`src/rtl/scan_rot_pkg.sv`:
```
package scan_rot_pkg;

    typedef enum logic [2:0] {
        ST_RUN     = 3'd0,
        ST_PAUSE   = 3'd1,
        ST_SAVE    = 3'd2,
        ST_ENTER   = 3'd3,
        ST_SHIFT   = 3'd4,
        ST_RESTORE = 3'd5,
        ST_RESUME  = 3'd6
    } seq_state_e;

    // Strobes from the sequencer to the datapath
    typedef struct packed {
        logic busy;
        logic func_en;
        logic shift;
        logic save;
        logic enter;
        logic restore;
        logic finish;
    } seq_ctl_t;

    // Width of a counter that must reach n inclusive
    function automatic int unsigned cnt_width(input int unsigned n);
        return $clog2(n) + 1;
    endfunction

endpackage

```
`src/rtl/scan_seq_fsm.sv`:
```
module scan_seq_fsm
    import scan_rot_pkg::*;
#(
    parameter int unsigned N         = 8,
    parameter int unsigned WRONG_OFS = 1
) (
    input  logic     clk,
    input  logic     rst,
    input  logic     start_i,
    input  logic     wrong_cnt_i,
    output seq_ctl_t ctl_o
);
    localparam int unsigned CW = cnt_width(N);
    localparam logic [CW-1:0] FULL_CNT  = CW'(N);
    localparam logic [CW-1:0] SHORT_CNT = CW'(N - WRONG_OFS);

    seq_state_e state_q, state_d;
    logic [CW-1:0] cnt_q;
    logic [CW-1:0] target_q;
    logic          last_shift;

    assign last_shift = (cnt_q == target_q - CW'(1));

    always_comb begin
        state_d = state_q;
        unique case (state_q)
            ST_RUN:     if (start_i) state_d = ST_PAUSE;
            ST_PAUSE:   state_d = ST_SAVE;
            ST_SAVE:    state_d = ST_ENTER;
            ST_ENTER:   state_d = ST_SHIFT;
            ST_SHIFT:   if (last_shift) state_d = ST_RESTORE;
            ST_RESTORE: state_d = ST_RESUME;
            ST_RESUME:  state_d = ST_RUN;
            default:    state_d = ST_RUN;
        endcase
    end

    always_ff @(posedge clk) begin
        if (rst) begin
            state_q  <= ST_RUN;
            cnt_q    <= '0;
            target_q <= FULL_CNT;
        end else begin
            state_q <= state_d;
            if (state_q == ST_RUN && start_i)
                target_q <= wrong_cnt_i ? SHORT_CNT : FULL_CNT;
            if (state_q == ST_ENTER)
                cnt_q <= '0;
            else if (state_q == ST_SHIFT)
                cnt_q <= cnt_q + CW'(1);
        end
    end

    always_comb begin
        ctl_o         = '0;
        ctl_o.busy    = (state_q != ST_RUN);
        ctl_o.func_en = (state_q == ST_RUN);
        ctl_o.shift   = (state_q == ST_SHIFT);
        ctl_o.save    = (state_q == ST_SAVE);
        ctl_o.enter   = (state_q == ST_ENTER);
        ctl_o.restore = (state_q == ST_RESTORE);
        ctl_o.finish  = (state_q == ST_RESUME);
    end

endmodule

```
`src/rtl/scan_ring.sv`:
```
module scan_ring #(
    parameter int unsigned N  = 8,
    parameter int unsigned W  = 8,
    parameter int unsigned AW = $clog2(N)
) (
    input  logic              clk,
    input  logic              rst,
    input  logic              shift_i,
    input  logic              snap_i,
    input  logic              wr_en_i,
    input  logic [AW-1:0]     wr_addr_i,
    input  logic [W-1:0]      wr_data_i,
    input  logic [AW-1:0]     rd_addr_i,
    output logic [W-1:0]      rd_data_o,
    output logic [N-1:0][W-1:0] ring_o,
    output logic [W-1:0]      scan_out_o,
    output logic              match_o,
    output logic              mixed_o
);
    logic [N-1:0][W-1:0] ring_q;
    logic [N-1:0][W-1:0] snap_q;

    // Loopback: the tail feeds the head while shifting
    genvar gi;
    generate
        for (gi = 0; gi < N; gi++) begin : g_elem
            logic [W-1:0] shift_src;
            if (gi == 0) begin : g_head
                assign shift_src = ring_q[N-1];
            end else begin : g_body
                assign shift_src = ring_q[gi-1];
            end

            always_ff @(posedge clk) begin
                if (rst) begin
                    ring_q[gi] <= '0;
                end else if (shift_i) begin
                    ring_q[gi] <= shift_src;
                end else if (wr_en_i && wr_addr_i == AW'(gi)) begin
                    ring_q[gi] <= wr_data_i;
                end
            end
        end
    endgenerate

    always_ff @(posedge clk) begin
        if (rst)         snap_q <= '0;
        else if (snap_i) snap_q <= ring_q;
    end

    always_comb begin
        rd_data_o = '0;
        for (int i = 0; i < N; i++)
            if (rd_addr_i == AW'(i)) rd_data_o = ring_q[i];
    end

    always_comb begin
        mixed_o = 1'b0;
        for (int i = 1; i < N; i++)
            if (snap_q[i] != snap_q[0]) mixed_o = 1'b1;
    end

    assign match_o    = (ring_q == snap_q);
    assign scan_out_o = ring_q[N-1];
    assign ring_o     = ring_q;

endmodule

```
`src/rtl/scan_act_mon.sv`:
```
module scan_act_mon
    import scan_rot_pkg::*;
#(
    parameter int unsigned N = 8,
    parameter int unsigned W = 8
) (
    input  logic         clk,
    input  logic         rst,
    input  logic         clear_i,
    input  logic         shift_i,
    input  logic [W-1:0] scan_out_i,
    output logic         active_o
);
    localparam int unsigned CW = cnt_width(N);
    localparam logic [CW-1:0] CNT_MAX = '1;

    logic [W-1:0]  prev_q;
    logic [CW-1:0] trans_q;

    always_ff @(posedge clk) begin
        if (rst) begin
            prev_q  <= '0;
            trans_q <= '0;
        end else if (clear_i) begin
            prev_q  <= scan_out_i;
            trans_q <= '0;
        end else if (shift_i) begin
            prev_q <= scan_out_i;
            if (scan_out_i != prev_q && trans_q != CNT_MAX)
                trans_q <= trans_q + CW'(1);
        end
    end

    assign active_o = (trans_q != '0);

endmodule

```
`src/rtl/scan_rotate_seq.sv`:
```
module scan_rotate_seq
    import scan_rot_pkg::*;
#(
    parameter int unsigned N         = 8,
    parameter int unsigned W         = 8,
    parameter int unsigned MODE_W    = 4,
    parameter int unsigned WRONG_OFS = 1,
    localparam int unsigned AW       = $clog2(N)
) (
    input  logic              clk,
    input  logic              rst,
    input  logic              start_i,
    input  logic              wrong_cnt_i,
    input  logic              wr_en_i,
    input  logic [AW-1:0]     wr_addr_i,
    input  logic [W-1:0]      wr_data_i,
    input  logic              mode_we_i,
    input  logic [MODE_W-1:0] mode_data_i,
    input  logic [AW-1:0]     rd_addr_i,
    output logic [W-1:0]      rd_data_o,
    output logic [MODE_W-1:0] mode_o,
    output logic              func_clk_en_o,
    output logic              scan_en_o,
    output logic [W-1:0]      scan_out_o,
    output logic              busy_o,
    output logic              done_o,
    output logic              match_o,
    output logic              act_err_o
);
    localparam logic [MODE_W-1:0] SCAN_MODE = '1;

    seq_ctl_t            ctl;
    logic [N-1:0][W-1:0] ring_q;
    logic                ring_match;
    logic                ring_mixed;
    logic                tail_active;
    logic [MODE_W-1:0]   mode_q;
    logic [MODE_W-1:0]   mode_saved_q;
    logic                done_q;
    logic                match_q;
    logic                act_err_q;

    scan_seq_fsm #(
        .N         (N),
        .WRONG_OFS (WRONG_OFS)
    ) u_fsm (
        .clk         (clk),
        .rst         (rst),
        .start_i     (start_i),
        .wrong_cnt_i (wrong_cnt_i),
        .ctl_o       (ctl)
    );

    scan_ring #(
        .N  (N),
        .W  (W),
        .AW (AW)
    ) u_ring (
        .clk        (clk),
        .rst        (rst),
        .shift_i    (ctl.shift),
        .snap_i     (ctl.save),
        .wr_en_i    (wr_en_i & ctl.func_en),
        .wr_addr_i  (wr_addr_i),
        .wr_data_i  (wr_data_i),
        .rd_addr_i  (rd_addr_i),
        .rd_data_o  (rd_data_o),
        .ring_o     (ring_q),
        .scan_out_o (scan_out_o),
        .match_o    (ring_match),
        .mixed_o    (ring_mixed)
    );

    scan_act_mon #(
        .N (N),
        .W (W)
    ) u_mon (
        .clk        (clk),
        .rst        (rst),
        .clear_i    (ctl.enter),
        .shift_i    (ctl.shift),
        .scan_out_i (scan_out_o),
        .active_o   (tail_active)
    );

    // Mode register: functional writes, forced to scan code, restored after
    always_ff @(posedge clk) begin
        if (rst) begin
            mode_q       <= '0;
            mode_saved_q <= '0;
        end else begin
            if (ctl.save)
                mode_saved_q <= mode_q;
            if (ctl.func_en && mode_we_i)
                mode_q <= mode_data_i;
            else if (ctl.enter)
                mode_q <= SCAN_MODE;
            else if (ctl.restore)
                mode_q <= mode_saved_q;
        end
    end

    // Completion reporting
    always_ff @(posedge clk) begin
        if (rst) begin
            done_q    <= 1'b0;
            match_q   <= 1'b0;
            act_err_q <= 1'b0;
        end else begin
            done_q <= ctl.finish;
            if (ctl.finish) begin
                match_q   <= ring_match;
                act_err_q <= ring_mixed & ~tail_active;
            end
        end
    end

    assign mode_o        = mode_q;
    assign func_clk_en_o = ctl.func_en;
    assign scan_en_o     = ctl.shift;
    assign busy_o        = ctl.busy;
    assign done_o        = done_q;
    assign match_o       = match_q;
    assign act_err_o     = act_err_q;

endmodule

```
`config.mk`:
```
export PLATFORM = sky130hd
export DESIGN_NAME = scan_rotate_seq
export DESIGN_NICKNAME = d
export VERILOG_FILES = /design/src/rtl/scan_rot_pkg.sv /design/src/rtl/scan_seq_fsm.sv /design/src/rtl/scan_ring.sv /design/src/rtl/scan_act_mon.sv /design/src/rtl/scan_rotate_seq.sv
export SDC_FILE = /design/constraint.sdc
export NUM_CORES = 1
export LEC_CHECK = 0
export BUFFER_PORTS_ARGS = -buffer_cell sky130_fd_sc_hd__clkbuf_2
export CAP_MARGIN = 30
export CORE_ASPECT_RATIO = 1.4
export CORE_MARGIN = 1.5
export CORE_UTILIZATION = 47
export DETAILED_ROUTE_END_ITERATION = 8
export HOLD_SLACK_MARGIN = 0.06
export SLEW_MARGIN = 10
export SYNTH_ARGS = -nofsm -noshare
export SYNTH_HDL_FRONTEND = slang
export SYNTH_HIERARCHICAL = 1
export SYNTH_SLANG_ARGS = --single-unit
export TNS_END_PERCENT = 5
```
`constraint.sdc`:
```
create_clock -name clk -period 2.85 [get_ports clk]
set_input_delay 0.4275 -clock clk [delete_from_list [all_inputs] [get_ports clk]]
set_output_delay 0.4275 -clock clk [all_outputs]
set_load 0.01 [all_outputs]
```
Yosys cells after proc, flatten, opt, wreduce, memory -nomap -nowiden
Index checks and enable logic that the tools add are counted.
{"block": "op_classes", "mux": 40, "n_bitwise": 3, "eq_ne": 33, "addsub": 3, "n_reduce_logical": 29}
{"operator": "$mux W8", "count": 26}
{"operator": "$eq A64 B64 Y1", "count": 1}
{"operator": "$ne A8 B8 Y1", "count": 8}
{"operator": "$eq A3 B3 Y1 const B", "count": 11}
{"operator": "$eq A3 B2 Y1 const B", "count": 6}
{"operator": "$pmux W3 S6", "count": 1}
{"operator": "$reduce_bool A2 Y1", "count": 9}
{"operator": "$mux W4", "count": 4}
{"operator": "$logic_and A1 B1 Y1", "count": 11}
{"operator": "$eq A3 B1 Y1 const B", "count": 3}
{"operator": "$logic_not A3 Y1", "count": 3}
{"operator": "$add A4 B1 Y4 const B", "count": 2}
{"operator": "$mux W1", "count": 7}
{"operator": "$mux W3", "count": 2}
{"operator": "$reduce_bool A3 Y1", "count": 2}
{"operator": "$eq A4 B4 Y1", "count": 1}
{"operator": "$ne A4 B4 Y1 const B", "count": 1}
{"operator": "$reduce_and A2 Y1", "count": 2}
{"operator": "$reduce_bool A4 Y1", "count": 1}
{"operator": "$sub A4 B1 Y4 const B", "count": 1}
{"operator": "$and A1 B1 Y1", "count": 2}
{"operator": "$ne A2 B1 Y1 const B", "count": 1}
{"operator": "$ne A2 B2 Y1 const B", "count": 1}
{"operator": "$reduce_or A2 Y1", "count": 1}
{"operator": "$not A1 Y1", "count": 1}
{"block": "totals", "register_bits": 162, "out_inout_bits": 26, "inputBits": 24}

Depth between registers and ports, before layout
Gate-level depths: netlist (run 1).
{"block": "depth", "word_depth": 9, "mapped_depth": 9, "depth_no_buf": 7}

By module
The synthesis (run 1) kept the hierarchy.
{"module": "scan_ring", "seq_area_each_um2": 2562.5, "area_per_inst_um2": 6501.2, "cells_per_inst": 721, "instances": 1}
{"module": "scan_act_mon", "seq_area_each_um2": 240.2, "area_per_inst_um2": 615.6, "cells_per_inst": 76, "instances": 1}
{"module": "scan_seq_fsm", "seq_area_each_um2": 180.2, "area_per_inst_um2": 470.5, "cells_per_inst": 52, "instances": 1}
{"module": "scan_rotate_seq", "seq_area_each_um2": 220.2, "area_per_inst_um2": 444.2, "cells_per_inst": 42, "instances": 1}

Worst setup path after synthesis (run 1)
Ideal clock, no wire load.
{"block": "synth_path", "path_kind": "reg-to-reg", "startpoint": "register u_fsm.state_q[0]", "endpoint": "register u_ring.ring_q, in the netlist u_ring/g_elem[7].shift_src[1]", "arrival_ns": 2.082, "stages_incl_launch_ff": 10, "n_path_buf": 3, "slack_ns": 0.635, "cell_sequence": "dfxtp_1 -> buf_2 -> nor3_2 -> and2_1 -> clkbuf_1 -> nor2b_1 -> buf_2 -> a31oi_1 -> a22oi_1 -> a21oi_1"}
{"block": "synth_via", "elab_chain_cells": 4, "elab_cells_between_ends": 6}
{"item": "from (decl)", "line_no": "scan_seq_fsm.sv:17", "source": "seq_state_e state_q, state_d;"}
{"item": "from (signal assigned)", "line_no": "scan_seq_fsm.sv:44", "source": "state_q <= state_d;"}
{"item": "$logic_not A3 Y1", "line_no": "scan_seq_fsm.sv:57", "source": "ctl_o.func_en = (state_q == ST_RUN);"}
{"item": "net func_clk_en_o", "line_no": "scan_rotate_seq.sv:22", "source": "output logic func_clk_en_o,"}
{"item": "$and A1 B1 Y1", "line_no": "scan_rotate_seq.sv:63", "source": ".wr_en_i (wr_en_i & ctl.func_en),"}
{"item": "$logic_and A1 B1 Y1", "line_no": "scan_ring.sv:39", "source": "end else if (wr_en_i && wr_addr_i == AW'(gi)) begin"}
{"item": "$reduce_bool A2 Y1 (no line)"}
{"item": "to (signal, indexed assignment)", "line_no": "scan_ring.sv:38", "source": "ring_q[gi] <= shift_src;"}
{"item": "to (signal, indexed assignment)", "line_no": "scan_ring.sv:40", "source": "ring_q[gi] <= wr_data_i;"}
{"item": "to (decl)", "line_no": "scan_ring.sv:20", "source": "logic [N-1:0][W-1:0] ring_q;"}
The timed path passes the listed nets, and every way through them passes these cells.
A chain may end at the register's enable or synchronous reset.

Worst setup path after layout (run 1)
{"block": "layout_path", "startpoint": "register u_fsm.state_q[2]", "endpoint": "register u_ring.ring_q, in the netlist u_ring/g_elem[3].shift_src[2]"}
{"block": "layout_via", "elab_chain_cells": 4, "elab_cells_between_ends": 6}
{"item": "$logic_not A3 Y1", "line_no": "scan_seq_fsm.sv:57"}
{"item": "$and A1 B1 Y1", "line_no": "scan_rotate_seq.sv:63"}
{"item": "$logic_and A1 B1 Y1", "line_no": "scan_ring.sv:39"}
{"item": "$reduce_bool A2 Y1 (no line)"}
Parallel ways exist; a longest one is shown, timed or not.

==> results of run 1 <==
-- power by group --
part / internal [mW] / switching, mW / leakage [nW]
combinational: 0.230 / 0.360 / 2.14
sequential: 2.29 / 0.0766 / 1.29
clock: 1.64 / 0.916 / 0.329
-- worst max path at each step --
| stage | cells past startpoint | end | startpoint | slack, ns |
|---|---|---|---|---|
| 6_report | 6 | u_ring/g_elem[3].shift_src[2]$_SDFFE_PP0P_ | u_fsm/state_q[2]$_SDFFE_PP0P_ | 0.34 |
| 5_1_grt | 7 | u_ring/g_elem[7].shift_src[0]$_SDFFE_PP0P_ | u_fsm/state_q[2]$_SDFFE_PP0P_ | 0.22 |
| 2_1_floorplan | 9 | u_ring/g_elem[7].shift_src[1]$_SDFFE_PP0P_ | u_fsm/state_q[0]$_SDFFE_PP0P_ | 0.64 |
| 3_3_place_gp | 6 | rd_data_o[7] | rd_addr_i[2] | 0.40 |
| 4_1_cts | 6 | rd_data_o[7] | rd_addr_i[2] | 0.38 |
| 3_5_place_dp | 6 | rd_data_o[7] | rd_addr_i[2] | 0.38 |
-- through the flow --
stage	cells	power [mW]	hold WS, ns	setup slack [ns]	utilization, %
2_1_floorplan	891	2.78	0.444	0.635	-
3_3_place_gp	1101	2.98	0.450	0.403	50.5
3_5_place_dp	1101	2.99	0.459	0.385	50.5
4_1_cts	1132	5.54	0.251	0.377	54.5
5_1_grt	1132	5.66	0.270	0.221	54.5
6_report	1132	5.51	0.267	0.341	54.5
-- cell families after synthesis --
logic type	count (synthesis)	share of synthesized area, %
flops	160	39.9
buf+inv	71	4.05
simple gates	276	16.8
mux	101	14.3
compound gates	202	16.0
xor+xnor	78	8.51
fa+ha+maj	3	0.467
-- Yosys cell counts, types with 7 or more instances --
master / instances / area, µm²
nor2b_1: 16 / 100
mux2_2: 8 / 90.1
a31oi_1: 7 / 43.8
a211oi_1: 8 / 60.1
o21ai_0: 7 / 35.0
mux4_2: 10 / 225
buf_4: 8 / 60.1
mux2i_1: 83 / 831
buf_2: 20 / 100
nand3_1: 12 / 60.1
or4_1: 8 / 60.1
buf_1: 9 / 33.8
xor2_1: 75 / 657
a21oi_1: 87 / 435
a22oi_1: 68 / 510
nand2_1: 87 / 327
nor2_1: 87 / 327
dfxtp_1: 160 / 3200
clkbuf_1: 26 / 97.6
nand4_1: 11 / 68.8
nor4_1: 21 / 131
-- cell type report --
type	count	area (µm²)	area share (%)
tap	203	254	2.78
clock buffer	21	480	5.27
sequential	160	3200	35.1
clock inverter	10	179	1.96
inverter	5	18.8	0.206
timing repair buffer	73	478	5.24
multi-input combinational	660	4510	49.4
-- metal layers --
| metal | global-route usage, % | up-vias | part of all wire [%] |
|---|---|---|---|
| met2 | 48.0 | 329 | 49 |
| met5 | 0 | - | 0 |
| met1 | 34.3 | 3439 | 41 |
| met3 | 4.56 | 69 | 5.5 |
| met4 | 13.2 | 0 | 4.4 |
| li1 | - | 3259 | - |
-- critical path: cells and delay by family (launching register included) --
family | cells | cell delay [ns]
AO/OA/AOI/OAI | 2 | 0.76
flip-flops | 1 | 0.39
AND/OR/NAND/NOR | 4 | 1.28
-- state kept, by name (all words and copies together), names as in the netlist --
name and cells:
u_ring/snap_q 64, u_ring/g_elem.shift_src 56, u_mon/prev_q 8, u_ring/scan_out_o 8, mode_o 4, mode_saved_q 4
u_fsm/cnt_q 4, u_mon/trans_q 4, u_fsm/state_q 3, u_fsm/target_q 2, act_err_o 1, done_o 1
match_o 1
==> results.cfg, run 1 <==
[worst_setup_path]
cp_data_required_time_ns = 3.20
arrival_ns = 2.86
cp-end-kind = flop
rr_worst_depth = 6
crit_slowest_cell = a21o_1
critical-path-max-stage-delay_ns = 0.59
critPathKind = flop to flop
regToRegEndpoint = u_ring/g_elem[3].shift_src[2]$_SDFFE_PP0P_
ff2ff_setup_slack_ns = 0.34
worstReg2RegStart = u_fsm/state_q[2]$_SDFFE_PP0P_
crit_fanout = 9
crit_chain = nor3_2, and2_1, nor2b_1, a21o_1, nand2_1, a21oi_1
cp-start-kind = flop

[synthesis]
ys.flop_type = dfxtp_1
synth_cells = 891
synth_edf_count = 0
yosysWarningCount = 6
synth-async-reset-ratio_pct = 0
ys_types = 51
seq_area_frac_synth_pct = 39.9
syn_area_um2 = 8030
synth_nets = 918
synth-seq-cells = 160
avgSynthCellArea_um2 = 9.01

[floorplan]
die_h_um = 158
core_area_um2 = 16700
floorplan.die_area_um2 = 17900
ios = 50
rows = 56
dieWidth_um = 113
start_util_pct = 48.0

[power_and_ir_drop]
peakVddDrop_uv = 369
power-per-cell-area_nw_per_um2 = 604
p_leak_nw = 3.76

[finish]
nets = 944
final_cell_mix = 160 x dfxtp_1, 87 x a21oi_1, 87 x nor2_1, 87 x nand2_1, 83 x mux2i_1
fill_cells = 1544
insertedDiodeCount = 0
final_common_cell = dfxtp_1
fin_area_um2 = 9120
layout-drive-gt1-share_pct = 14.4
area_delta_synth_final_pct = 13.6

[global_route]
grt_pass1_wl_um = 37900
grt_max_degree = 70
grt_antenna_before_repair = 0
grt_pass1_vias = 6693
grt_usage_pct = 28.0
overflow = 0

[place]
io_buffers = 49
post-dp-hpwl_um = 17200
place_area_um2 = 8460
place.gp.congestion = 0.909

[clock_tree]
post_cts_resize_count = 0
htree_levels = 4
root_buffer = clkbuf_16
clk_latency_ns = 0.43
cts_buffers = 17
cts_buffer_depth = 2
cts_tree = done
cts_setup_buffers = 0
clk_pin_slew_ns = 0.06
clock_sink_count = 160
hold_buffers = 0

[sta]
rsz0062_at_grt = false
period_minus_slack_ns = 2.51
slew_headroom_pct = 50.2
finalHoldViolCount = 0
fmax_ghz = 0.399
tightestPinTransition_ns = 0.746
setup_violations = 0
fin_tns_setup_ns = 0
slew_violations = 0
fin_crit_sh_pct = 88.0
skew_ns = 0.00741

[min_path]
min_path_type = primary input to flop
holdPathStages = 3
hold-path-endpoint = u_fsm/target_q[2]$_SDFFE_PP0P_
hp-start = wrong_cnt_i

[drt]
routedWlPerCell_um = 21.9
drcViolationCount = 0
vias = 7096
routed_wl_um = 24800
firstDrtPassIters = 8
drt_iter0_drc = 819
viasPerCell = 6.27
ant_nets = 0

[run_status]
status = completed

[job]
maxCapViolCount = 0
No activity file was read; power rests on OpenSTA's default activity.
==> inputs of run 2 (changes only) <==
clock period = 2.8 ns   (was 2.85 ns; I/O delays follow)
==> results.cfg, run 2 (synthesis results as in run 1) <==
[sta]
skew_ns = 0.00680
fin_tns_setup_ns = 0
fin_crit_sh_pct = 92.7
period_minus_slack_ns = 2.59
tightestPinTransition_ns = 0.925
finalHoldViolCount = 0
fin_ws_ns = 0.205
fmax_ghz = 0.385
rsz0062_at_grt = false
slew_headroom_pct = 38.0
slew_violations = 0
setup_violations = 0

[global_route]
overflow = 0
grt_pass1_vias = 6736
grt_usage_pct = 28.6
grt_antenna_before_repair = 0
grt_max_degree = 65
grt_pass1_wl_um = 38700

[job]
maxCapViolCount = 0

[drt]
routed_wl_um = 25300
drcViolationCount = 0
firstDrtPassIters = 5
ant_nets = 0
drt_iter0_drc = 710
viasPerCell = 6.26
routedWlPerCell_um = 22.1
vias = 7176

[worst_setup_path]
cp-end-kind = output pin
critical-path-max-stage-delay_ns = 0.59
crit_slowest_cell = nor3b_4
crit_chain = nor3b_4, buf_4, clkbuf_2
cp_data_required_time_ns = 2.38
cp-start-kind = flop
arrival_ns = 2.17
critPathKind = flop to output pin
crit_fanout = 32

[place]
io_buffers = 49
post-dp-hpwl_um = 18200
place.gp.congestion = 0.918
place_area_um2 = 8550
dp_slack_ns = 0.430

[floorplan]
dieWidth_um = 113
die_h_um = 158
floorplan.die_area_um2 = 17900
ios = 50
rows = 56
start_util_pct = 48.0
core_area_um2 = 16700

[clock_tree]
clk_latency_ns = 0.43
post_cts_resize_count = 0
htree_levels = 4
root_buffer = clkbuf_16
cts_setup_buffers = 0
cts_buffer_depth = 2
clk_pin_slew_ns = 0.06
hold_buffers = 0
cts_buffers = 17
clock_sink_count = 160
cts_tree = done

[finish]
layout-drive-gt1-share_pct = 15.5
insertedDiodeCount = 0
final_cell_mix = 160 x dfxtp_1, 87 x a21oi_1, 87 x nor2_1, 87 x nand2_1, 83 x mux2i_1
fin_area_um2 = 9230
final_common_cell = dfxtp_1
area_delta_synth_final_pct = 15.0
nets = 958
top_register = u_ring/snap_q
largest_reg_flops = 64

[power_and_ir_drop]
total_power_mw = 5.70
power-per-cell-area_nw_per_um2 = 617
peakVddDrop_uv = 361
p_leak_nw = 3.83

[run_status]
status = completed

[min_path]
min_path_type = primary input to flop
run 2: worst paths after layout:
kind                                      start  slack (ns)  depth (start not counted)                                          to
hold / removal                      wrong_cnt_i        0.26                          3              u_fsm/target_q[2]$_SDFFE_PP0P_
setup reg to reg  u_fsm/state_q[2]$_SDFFE_PP0P_        0.42                          7  u_ring/g_elem[7].shift_src[3]$_SDFFE_PP0P_
hold reg to reg    u_mon/prev_q[4]$_SDFFE_PP0P_        0.46                          2                u_mon/prev_q[4]$_SDFFE_PP0P_
setup / recovery  u_fsm/state_q[2]$_SDFFE_PP0P_        0.21                          3                                   scan_en_o
run 2: critical path: cells and delay by family, from the launching register on:
family,cells,cell delay (ns)
buf+inv,2,0.64
flops,1,0.49
simple gates,1,0.59
run 2: metal layers:
metal / share of wire (%) / vias up / track usage [%]
li1: - / 3297 / -
met1: 40 / 3452 / 34.1
met2: 50 / 358 / 50.5
met3: 6.2 / 69 / 4.86
met4: 4.0 / 0 / 12.7
met5: 0 / - / 0
run 2: where the power goes:
part	leakage (nW)	total, mW	switching (mW)	internal (mW)
sequential	1.29	2.41	0.0796	2.33
combinational	2.21	0.614	0.369	0.246
clock	0.328	2.68	0.929	1.75
run 2: final cells by class:
type | instances | area (µm²)
fill | 1537 | 7510
tap | 203 | 254
multi-input combinational | 660 | 4510
clock inverter | 9 | 201
sequential | 160 | 3200
timing repair buffer | 87 | 571
clock buffer | 23 | 478
inverter | 5 | 18.8
run 2: stage by stage:
step	util (%)	hold WS, ns	cells
after floorplan	-	0.444	891
after global placement	51.1	0.451	1115
after detailed placement	51.1	0.458	1115
after CTS	55.1	0.255	1147
after global routing	55.1	0.283	1147
final	55.1	0.261	1147
==> inputs of run 3 (changes only) <==
CAP_MARGIN = 20   (was 30)
CORE_UTILIZATION = 42   (was 47)
RECOVER_POWER = 50   (was not set)
==> results.cfg, run 3 (synthesis results as in run 1) <==
[sta]
fin_crit_sh_pct = 85.7
setup_violations = 0
period_minus_slack_ns = 2.40
slew_headroom_pct = 18.2
tightestPinTransition_ns = 1.23
finalHoldViolCount = 0
rsz0062_at_grt = false
slew_violations = 0
fin_tns_setup_ns = 0
fmax_ghz = 0.417
skew_ns = 0.0131

[min_path]
min_path_type = primary input to flop
hp-start = wrong_cnt_i
hold-path-endpoint = u_fsm/target_q[2]$_SDFFE_PP0P_
holdPathStages = 3

[worst_setup_path]
critPathKind = flop to flop
ff2ff_setup_slack_ns = 0.40
regToRegEndpoint = u_ring/scan_out_o[1]$_SDFFE_PP0P_
worstReg2RegStart = u_fsm/state_q[1]$_SDFFE_PP0P_
arrival_ns = 2.76
cp_data_required_time_ns = 3.16
cp-start-kind = flop
cp-end-kind = flop
rr_worst_depth = 6
crit_fanout = 8

[power_and_ir_drop]
p_leak_nw = 3.65
peakVddDrop_uv = 413
power-per-cell-area_nw_per_um2 = 585

[floorplan]
die_h_um = 167
rows = 59
core_area_um2 = 18700
floorplan.die_area_um2 = 20000
ios = 50
start_util_pct = 43.0
dieWidth_um = 120

[global_route]
grt_usage_pct = 25.1
grt_pass1_wl_um = 38100
grt_pass1_vias = 6476
grt_max_degree = 92
grt_antenna_before_repair = 0
overflow = 0

[finish]
layout-drive-gt1-share_pct = 11.9
largest_reg_flops = 64
nets = 947
fin_area_um2 = 9040
insertedDiodeCount = 0
final_cell_mix = 160 x dfxtp_1, 87 x a21oi_1, 87 x nor2_1, 87 x nand2_1, 83 x mux2i_1
top_register = u_ring/snap_q
final_common_cell = dfxtp_1
area_delta_synth_final_pct = 12.5

[drt]
routed_wl_um = 25200
viasPerCell = 5.91
drcViolationCount = 0
firstDrtPassIters = 6
ant_nets = 0
vias = 6945
drt_iter0_drc = 674
routedWlPerCell_um = 21.4

[place]
post-dp-hpwl_um = 17600
place.gp.congestion = 0.883
io_buffers = 49
place_area_um2 = 8540

[clock_tree]
htree_levels = 4
root_buffer = clkbuf_16
cts_tree = done
cts_buffers = 17
clk_pin_slew_ns = 0.06
clk_latency_ns = 0.44
cts_setup_buffers = 0
cts_buffer_depth = 2
hold_buffers = 0
clock_sink_count = 160
post_cts_resize_count = 0

[job]
maxCapViolCount = 0

[run_status]
status = completed
[run 3: worst max path at each step]
stage / startpoint / end / cells past startpoint
floorplan: u_fsm/state_q[0]$_SDFFE_PP0P_ / u_ring/g_elem[7].shift_src[1]$_SDFFE_PP0P_ / 9
global placement: rd_addr_i[2] / rd_data_o[0] / 6
detailed placement: rd_addr_i[2] / rd_data_o[0] / 6
CTS: rd_addr_i[2] / rd_data_o[0] / 6
global route: u_fsm/state_q[1]$_SDFFE_PP0P_ / u_ring/snap_q[48]$_SDFFE_PP0P_ / 4
finish: u_fsm/state_q[1]$_SDFFE_PP0P_ / u_ring/scan_out_o[1]$_SDFFE_PP0P_ / 6
[run 3: layer usage]
metal / global-route usage (%) / up-vias / part of all wire (%)
li1: - / 3260 / -
met5: 0 / - / 0
met4: 12.5 / 0 / 4.2
met1: 30.5 / 3328 / 41
met3: 4.28 / 61 / 5.6
met2: 42.6 / 296 / 49
[run 3: power by group]
group	internal, mW	switching [mW]
clock	1.32	0.972
combinational	0.228	0.368
sequential	2.33	0.0788
total	3.87	1.42
[run 3: layout make-up]
cell class                 count  area [µm²]
clock buffer                  20         437
fill                        1795        9640
multi-input combinational    660        4500
sequential                   160        3200
clock inverter                11         134
inverter                       5        18.8
timing repair buffer          76         443
tap                          244         305
[run 3: worst max-delay path: stages, from the launching register on]
cell      delay [ns]
dfxtp_1         0.48
nor3_1          0.10
and2_0          0.26
clkbuf_1        0.23
a41oi_1         0.89
a22oi_1         0.15
a21oi_1         0.21
[run 3: through the flow]
stage	setup slack [ns]	utilization [%]	hold WS, ns	power (mW)	instances
after floorplan	0.585	-	0.444	2.83	891
after global placement	0.460	45.7	0.450	3.05	1145
after detailed placement	0.432	45.7	0.457	3.06	1145
after CTS	0.425	48.8	0.262	5.33	1176
after global routing	0.282	48.4	0.300	5.47	1176
final	0.401	48.4	0.262	5.29	1176
